===== config.mk =====
export PLATFORM = sky130hd
export DESIGN_NAME = uart_fmt_tx
export DESIGN_NICKNAME = d
export VERILOG_FILES = /design/src/rtl/uart_fmt_pkg.sv /design/src/rtl/uart_fmt_ctl.sv /design/src/rtl/uart_fmt_frame.sv /design/src/rtl/uart_fmt_seq.sv /design/src/rtl/uart_fmt_tx.sv
export SDC_FILE = /design/constraint.sdc
export NUM_CORES = 1
export LEC_CHECK = 0
export CORE_MARGIN = 3
export CORE_UTILIZATION = 50
export CTS_CLUSTER_SIZE = 28
export DETAILED_ROUTE_END_ITERATION = 8
export PLACE_DENSITY = 0.76
export SETUP_SLACK_MARGIN = 0.3
export SYNTH_ARGS = -nofsm -noshare
export SYNTH_HDL_FRONTEND = slang
export SYNTH_SLANG_ARGS = --single-unit
export TNS_END_PERCENT = 1

===== constraint.sdc =====
create_clock -name clk -period 2.4 [get_ports clk]
set_input_delay 0.48 -clock clk [delete_from_list [all_inputs] [get_ports clk]]
set_output_delay 0.48 -clock clk [all_outputs]
set_load 0.05 [all_outputs]

===== src/rtl/uart_fmt_pkg.sv =====
package uart_fmt_pkg;

   // Line-control layout; field positions are decoded by neighbours
   typedef struct packed {
      logic       dl_sel;    // bit 7: divisor-latch select, passed through
      logic       brk;       // bit 6: force line low
      logic [1:0] par_kind;  // bits 5:4
      logic       par_en;    // bit 3
      logic       stop_x;    // bit 2: extended stop period
      logic [1:0] wlen;      // bits 1:0: width code
   } line_ctl_t;

   localparam int CTL_W    = $bits(line_ctl_t);
   localparam int MAX_CHAR = 8;
   localparam int SYM_W    = 4;                 // frame symbol index width
   localparam int PAT_W    = 1 << SYM_W;        // symbol pattern storage

   localparam logic [1:0] PAR_ODD  = 2'b00;
   localparam logic [1:0] PAR_EVEN = 2'b01;
   localparam logic [1:0] PAR_ONE  = 2'b10;
   localparam logic [1:0] PAR_ZERO = 2'b11;

   typedef enum logic [1:0] {STOP_ONE, STOP_ONE_HALF, STOP_TWO} stop_len_e;

   function automatic logic [SYM_W-1:0] char_bits(input logic [1:0] code);
      return SYM_W'(5) + SYM_W'(code);
   endfunction

endpackage


===== src/rtl/uart_fmt_ctl.sv =====
module uart_fmt_ctl
   import uart_fmt_pkg::*;
(
   input  logic             clk,
   input  logic             rst_n,
   input  logic             we,
   input  logic [CTL_W-1:0] wd,
   output line_ctl_t        ctl
);

   always_ff @(posedge clk or negedge rst_n) begin
      if (!rst_n)
         ctl <= '0;
      else if (we)
         ctl <= line_ctl_t'(wd);
   end

endmodule


===== src/rtl/uart_fmt_frame.sv =====
module uart_fmt_frame
   import uart_fmt_pkg::*;
(
   input  line_ctl_t             ctl,
   input  logic [MAX_CHAR-1:0]   data,
   output logic [PAT_W-1:0]      pattern,
   output logic [SYM_W-1:0]      nsym,
   output stop_len_e             stop_len
);

   logic [SYM_W-1:0]    nch;
   logic [MAX_CHAR-1:0] kept;
   logic                ones_odd;
   logic                par_bit;

   assign nch = char_bits(ctl.wlen);

   // Mask off bits above the selected width before the parity sum
   for (genvar j = 0; j < MAX_CHAR; j++) begin : g_mask
      assign kept[j] = (SYM_W'(j) < nch) ? data[j] : 1'b0;
   end

   assign ones_odd = ^kept;

   always_comb begin
      unique case (ctl.par_kind)
         PAR_ODD:  par_bit = ~ones_odd;
         PAR_EVEN: par_bit =  ones_odd;
         PAR_ONE:  par_bit = 1'b1;
         default:  par_bit = 1'b0;
      endcase
   end

   // Symbol 0 is the start bit; unused positions stay at the stop level
   always_comb begin
      pattern    = '1;
      pattern[0] = 1'b0;
      for (int i = 0; i < MAX_CHAR; i++)
         if (SYM_W'(i) < nch)
            pattern[i+1] = data[i];
      if (ctl.par_en)
         pattern[nch + SYM_W'(1)] = par_bit;
   end

   assign nsym = SYM_W'(1) + nch + SYM_W'(ctl.par_en);

   always_comb begin
      if (!ctl.stop_x)
         stop_len = STOP_ONE;
      else if (ctl.wlen == 2'b00)
         stop_len = STOP_ONE_HALF;
      else
         stop_len = STOP_TWO;
   end

endmodule


===== src/rtl/uart_fmt_seq.sv =====
module uart_fmt_seq
   import uart_fmt_pkg::*;
#(
   parameter int OVERSAMPLE = 16
) (
   input  logic             clk,
   input  logic             rst_n,
   input  logic             tick,
   input  logic             start,
   input  logic [PAT_W-1:0] pattern,
   input  logic [SYM_W-1:0] nsym,
   input  stop_len_e        stop_len,
   output logic             busy,
   output logic             line
);

   localparam int OS_LG = $clog2(OVERSAMPLE);
   localparam int CNT_W = OS_LG + SYM_W;

   logic [CNT_W-1:0] cnt;
   logic [CNT_W-1:0] last_q;
   logic [CNT_W-1:0] last_n;
   logic [CNT_W-1:0] stop_ticks;
   logic [PAT_W-1:0] pat_q;
   logic [SYM_W-1:0] idx;

   always_comb begin
      unique case (stop_len)
         STOP_ONE:      stop_ticks = CNT_W'(OVERSAMPLE);
         STOP_ONE_HALF: stop_ticks = CNT_W'(OVERSAMPLE + OVERSAMPLE / 2);
         default:       stop_ticks = CNT_W'(2 * OVERSAMPLE);
      endcase
   end

   // Whole frame is one tick count; the symbol index is its upper part
   assign last_n = (CNT_W'(nsym) << OS_LG) + stop_ticks - CNT_W'(1);

   always_ff @(posedge clk or negedge rst_n) begin
      if (!rst_n) begin
         busy   <= 1'b0;
         cnt    <= '0;
         last_q <= '0;
         pat_q  <= '1;
      end else if (!busy) begin
         if (start) begin
            busy   <= 1'b1;
            cnt    <= '0;
            last_q <= last_n;
            pat_q  <= pattern;
         end
      end else if (tick) begin
         if (cnt == last_q)
            busy <= 1'b0;
         else
            cnt <= cnt + CNT_W'(1);
      end
   end

   assign idx  = cnt[OS_LG +: SYM_W];
   assign line = !busy || pat_q[idx];

endmodule


===== src/rtl/uart_fmt_tx.sv =====
module uart_fmt_tx
   import uart_fmt_pkg::*;
#(
   parameter int OVERSAMPLE = 16,
   parameter bit OUT_REG    = 1'b1
) (
   input  logic                clk,
   input  logic                rst_n,
   input  logic                lcr_we,
   input  logic [CTL_W-1:0]    lcr_wd,
   output logic [CTL_W-1:0]    lcr_q,
   input  logic                baud_tick,
   input  logic                in_valid,
   input  logic [MAX_CHAR-1:0] in_data,
   output logic                in_ready,
   output logic                txd
);

   if (OVERSAMPLE < 2 || (OVERSAMPLE & (OVERSAMPLE - 1)) != 0) begin : g_bad_os
      $error("OVERSAMPLE must be a power of two of at least 2");
   end
   if (CTL_W != 8) begin : g_bad_ctl
      $error("line-control register must be 8 bits");
   end

   line_ctl_t        ctl;
   logic [PAT_W-1:0] pattern;
   logic [SYM_W-1:0] nsym;
   stop_len_e        stop_len;
   logic             busy;
   logic             line;
   logic             txd_n;

   uart_fmt_ctl u_ctl (
      .clk  (clk),
      .rst_n(rst_n),
      .we   (lcr_we),
      .wd   (lcr_wd),
      .ctl  (ctl)
   );

   uart_fmt_frame u_frame (
      .ctl     (ctl),
      .data    (in_data),
      .pattern (pattern),
      .nsym    (nsym),
      .stop_len(stop_len)
   );

   uart_fmt_seq #(.OVERSAMPLE(OVERSAMPLE)) u_seq (
      .clk     (clk),
      .rst_n   (rst_n),
      .tick    (baud_tick),
      .start   (in_valid && !busy),
      .pattern (pattern),
      .nsym    (nsym),
      .stop_len(stop_len),
      .busy    (busy),
      .line    (line)
   );

   assign lcr_q    = ctl;
   assign in_ready = !busy;
   assign txd_n    = ctl.brk ? 1'b0 : line;

   if (OUT_REG) begin : g_out_reg
      always_ff @(posedge clk or negedge rst_n) begin
         if (!rst_n)
            txd <= 1'b1;
         else
            txd <= txd_n;
      end
   end else begin : g_out_comb
      assign txd = txd_n;
   end

endmodule


; After elaboration in Yosys (flattened, before gate mapping)
; Index checks and enable logic that the tools add are counted.
[word_totals]
reg_bits = 42
in_bits = 21
output_inout_bits = 10
elab_cells = 82
[classes]
addsub = 6
n_lt_le_gt_ge = 11
eq_ne = 6
n_mux = 35
bitwise = 2
n_reduce_logical = 11
[ops]
columns = cell, count
row1 = $mux W8, 4
row2 = $mux W1, 23
row3 = $bwmux W16, 1
row4 = $lt A3 B4 Y1 const A, 4
row5 = $mux W16, 1
row6 = $pmux W6 S2, 1
row7 = $lt A4 B5 Y1 const B, 2
row8 = $add A8 B1 Y8 const B, 1
row9 = $add A8 B6 Y8, 1
row10 = $eq A8 B8 Y1, 1
row11 = $lt A1 B4 Y1 const A, 2
row12 = $lt A2 B4 Y1 const A, 2
row13 = $reduce_xor A8 Y1, 1
row14 = $sub A8 B1 Y8 const B, 1
row15 = $logic_not A2 Y1, 3
row16 = $add A3 B2 Y4 const A, 1
row17 = $add A4 B1 Y4, 1
row18 = $add A4 B1 Y4 const B, 1
row19 = $bmux W1 S4, 1
row20 = $demux W1 S4, 1
row21 = $eq A2 B1 Y1 const B, 2
row22 = $ge A4 B1 Y1 const B, 1
row23 = $mux W2, 2
row24 = $ne A2 B2 Y1 const B, 2
row25 = other kinds (9), 11

; Logic depth before layout (Yosys ltp)
[depth]
word_depth = 8
mapped_depth = 13
depth_no_buf = 13

; Hierarchy
; Synthesis repeated with hierarchy kept, for this count alone.
[hier_totals]
hier_cells = 269
hier_area_um2 = 2613.8
[by_module_without_submodules]
columns = module, instances, cells_each, area_each_um2, seq_area_each_um2
row1 = uart_fmt_seq, 1, 183, 1729.2, 795.8
row2 = uart_fmt_frame, 1, 65, 503.0, 0.0
row3 = uart_fmt_ctl, 1, 17, 331.6, 200.2
row4 = uart_fmt_tx, 1, 4, 50.0, 26.3

; Worst setup path before layout
; Ideal clock, no wire load.
[synth_timing]
path_type = register to register
from = register u_ctl.ctl[0] (netlist name)
to = register u_seq.last_q[7]
setup_time_ps = 65
arrival_time_ps = 2883
required_time_ps = 2335
setup_slack_ps = -549
path_stages_with_launch = 14
path_buffers = 0
period_less_slack_ps = 2949
cell_sequence = dfrtp_1 -> inv_1 -> ha_1 -> xnor2_1 -> ha_1 -> inv_1 -> ha_1 -> inv_1 -> ha_1 -> a21o_1 -> a21oi_1 -> xnor2_1 -> nand2_1 -> nand2_1
[synth_between]
elab_chain_cells = 7
word_cells_on_any_way = 11
classes_between = 5 x add/sub / 1 x eq/ne / 3 x mux / 2 x reduce/logical
[synth_rtl]
columns = element, line
row1 = "parallel branches: the longest is 5 deep, another holds $add A3 B2 Y4", -
row2 = $add A8 B6 Y8 *, uart_fmt_seq.sv:36  ; assign last_n = (CNT_W'(nsym) << OS_LG) + stop_ticks - CNT_W'(1);
row3 = $sub A8 B1 Y8 *, uart_fmt_seq.sv:36
row4 = "end signal, assigned", uart_fmt_seq.sv:48  ; last_q <= last_n;
row5 = "end, declared", uart_fmt_seq.sv:21  ; logic [CNT_W-1:0] last_q;
; Mark *: on every way between the ends.
; A chain may end at the register's enable or synchronous reset.

; Worst setup path after layout
[layout_timing]
from = register u_ctl.ctl[0] (netlist name)
to = register u_seq.last_q[7]
[layout_between]
elab_chain_cells = 7
word_cells_on_any_way = 11
classes_between = 5 x add/sub / 1 x eq/ne / 3 x mux / 2 x reduce/logical
[layout_rtl]
columns = element, line
row1 = "parallel branches: the longest is 5 deep, another holds $add A3 B2 Y4", -
row2 = $add A8 B6 Y8 *, uart_fmt_seq.sv:36
row3 = $sub A8 B1 Y8 *, uart_fmt_seq.sv:36
; Marks and branches as above.

==> results.txt <==
Status - completed
Filler cells - 327
Dpl hpwl - 3.56 mm
Avg Cell Area, Syn - 10.7 um2
Vias in the first global route - 1741
CTS Hold Bufs - 0
Tightest Pin Transition - 573 ps
Crit path time final - 2380 ps
Skew final - 5.33 ps
Worst vdd ir - 477 uV
DRT antenna net count - 0
Post-DR wirelength/cell - 15.4 um
IO Pins - 31
Post-synth EDFFs - 0
Final WL - 4.97 mm
Count leader, synth - nand2_1
Worst EP required - 2630 ps
Post-synthesis sequential area ratio - 42.3%
Die area - 5700 um2
Area Growth Syn to Fin - 27.7%
Clk_lat worst skew - 290 ps
Port Buffer Count - 30
Die Y-Extent - 75.5 um
DRC violation count after routing - 0
Crit-path slowest cell - dfrtp_4
Core Area - 4500 um2
Area of placed instances - 2880 um2
Dominant cells by area after synthesis - dfrtp_1 24%, dfstp_2 18%, ha_1 8.8%
Critical path endpoint category - flip-flop
Share of layout cells above drive strength 1 - 34.1%
Crit-path cells - inv_4 > ha_4 > xnor2_2 > ha_1 > inv_2 > ha_4 > inv_2 > ha_4 > a21o_1 > a21oi_2 > xnor2_1 > nand2_1 > nand2_1
Mapped Cells - 225
Arr. time, crit path - 2610 ps
Endpoints failing hold - 0
Nets - 308
Global-route wire length before repair - 8.37 mm
Top-area cell type share of the netlist area - 23.8%
CTS tree - done
Hold_ws - 187 ps
Crit path kind - flip-flop to flip-flop
Starting Density - 53.7%
Final instance area - 3090 um2
Max cap viols - 0
Placer's final routability congestion estimate - 0.815
Fmax - 0.420 GHz
FP Rows - 24
Async set or reset register ratio after synthesis - 100%
Largest net degree at the start of global routing - 27
HP Class - primary input to asynchronous set/reset pin
Horiz. Die Dim - 75.5 um
Final Max Slew Viols - 0
Clk sink count - 40
Cell variety after synth - 47
Vias - 1784
Setup violations, final - 0
Total grt overflow - 0
Top_reg_cell synth - dfrtp_1
Leakage - 0.00134 uW
Clock root cell - clkbuf_8
Total track usage - 19.5%
CP peak stage delay - 490 ps
Initial antenna violation count - 0
Final antenna diode count - 0
Total CTS buffers - 5
Drt initial violations - 89
Most common cell on crit path - ha_4
Slew margin rel. - 61.8%
Vias per cell - 5.54
First-pass iteration count of the detailed router - 4
Yosys reg bits - 40
Post-Syn Nets - 264
Crit-path max FO - 3
Tcrit/Tclk final - 99.1%
Commonest cells post-synth - 33 x nand2_1, 23 x dfrtp_1, 17 x dfstp_2, 17 x ha_1, 15 x xnor2_1
H-Tree Depth - 2
RSZ-0062 raised after global routing - true
Yosys warnings - 0
Startpoint Class - flip-flop
Power Density - 852 nW/um2
Clk buf depth - 2
Register clock-pin slew on the reported worst setup and hold paths - 80 ps
Post-synthesis instance area - 2420 um2
Post-synth top area cell - dfrtp_1
cell families after synthesis:
family,after synthesis,synth area share (%)
fa+ha+maj,18,9.63
xor+xnor,20,8.90
mux,15,8.07
buf+inv,22,3.67
compound gates,35,11.3
flops,40,42.3
simple gates,75,16.1
report_power, final:
part           internal [uW]  switching, uW
clock network            309            227
logic                    503            486
registers                902            204
layer usage:
layer  share of wire [%]  wire length (um)  track usage (%)  up-vias
met3                 5.1               253             4.88        4
met1                  43              2160             24.2      875
met5                   0                 0                0        -
li1                    -                 -                -      860
met4                0.78                39             4.08        0
met2                  51              2520             34.3       45
placed cells by master (no fill, tap or decap), types with 3 or more instances in the layout:
master and n:
inv_2 3, buf_4 14, xnor2_2 3, o21ai_0 6
nand2_1 33, mux2i_1 6, dfstp_2 17, and3_1 4
or2_2 6, ha_2 3, inv_1 8, ha_4 5
o31ai_2 3, dlygate4sd2_1 5, dfrtp_1 21, nand3b_1 3
clkbuf_8 5, mux4_2 3, nand3_1 5, a41oi_2 3
nor2_1 9, a21oi_1 6, ha_1 9, clkdlybuf4s50_1 22
mux2_2 6, nand2b_4 3, xnor2_1 13, a31oi_1 5
final cells by class:
class | instances | area, um2 | share of cell area, %
sequential | 40 | 1030 | 33.3
clock inverter | 2 | 35.0 | 1.13
timing repair buffer | 46 | 422 | 13.7
inverter | 13 | 53.8 | 1.74
tap | 52 | 65.1 | 2.11
multi-input combinational | 163 | 1410 | 45.7
clock buffer | 6 | 72.6 | 2.35
worst max-delay path, delay by kind of cell (launching register included):
kind / cells / cell delay (ps)
AND/OR/NAND/NOR: 2 / 130
XOR/XNOR: 2 / 280
buffers and inverters: 3 / 150
adder cells (fa/ha/maj): 4 / 940
AO/OA/AOI/OAI: 2 / 310
flip-flops: 1 / 490
per-stage QoR:
stage | setup TNS (ps) | power, uW | utilization [%] | instances | setup WS [ps]
after floorplan | -77.2 | 1790 | - | 225 | -69.6
after global placement | 0 | 2010 | 63.9 | 310 | 56.1
after detailed placement | -9.83 | 2050 | 63.9 | 310 | -9.83
after CTS | -0.486 | 2620 | 67.9 | 321 | -0.486
after global routing | -120 | 2800 | 68.6 | 322 | -77.8
final | 0 | 2630 | 68.6 | 322 | 21.2
registers in the layout, indices dropped and copies added (netlist names):
register,count
u_seq.pat_q,16
u_ctl.ctl,8
u_seq.cnt,8
u_seq.last_q,6
txd,1
u_seq.busy,1
repair_timing:
action | in CTS | in global routing
gates resized for setup | 17 | 5
pin swaps | 12 | 16
gates cloned | 0 | 0
setup buffers | 3 | 1
setup endpoints to repair | 16 | 13
worst paths after layout:
kind                                                to                        from  depth (start not counted)  slack (ps)
max                        u_seq.last_q[7]$_DFFE_PN0P_    u_ctl.ctl[0]$_DFFE_PN0P_                         13          20
min                        u_seq.last_q[4]$_DFFE_PN0P_                       rst_n                          1         190
max reg2reg                u_seq.last_q[7]$_DFFE_PN0P_    u_ctl.ctl[0]$_DFFE_PN0P_                         13          20
min reg2reg                 u_seq.pat_q[1]$_DFFE_PN1P_  u_seq.pat_q[1]$_DFFE_PN1P_                          2         460
max in group asynchronous                txd$_DFF_PN1_                       rst_n                          2        1530
min in group clk            u_seq.pat_q[1]$_DFFE_PN1P_  u_seq.pat_q[1]$_DFFE_PN1P_                          2         460
(Power assumes the default switching activity.)
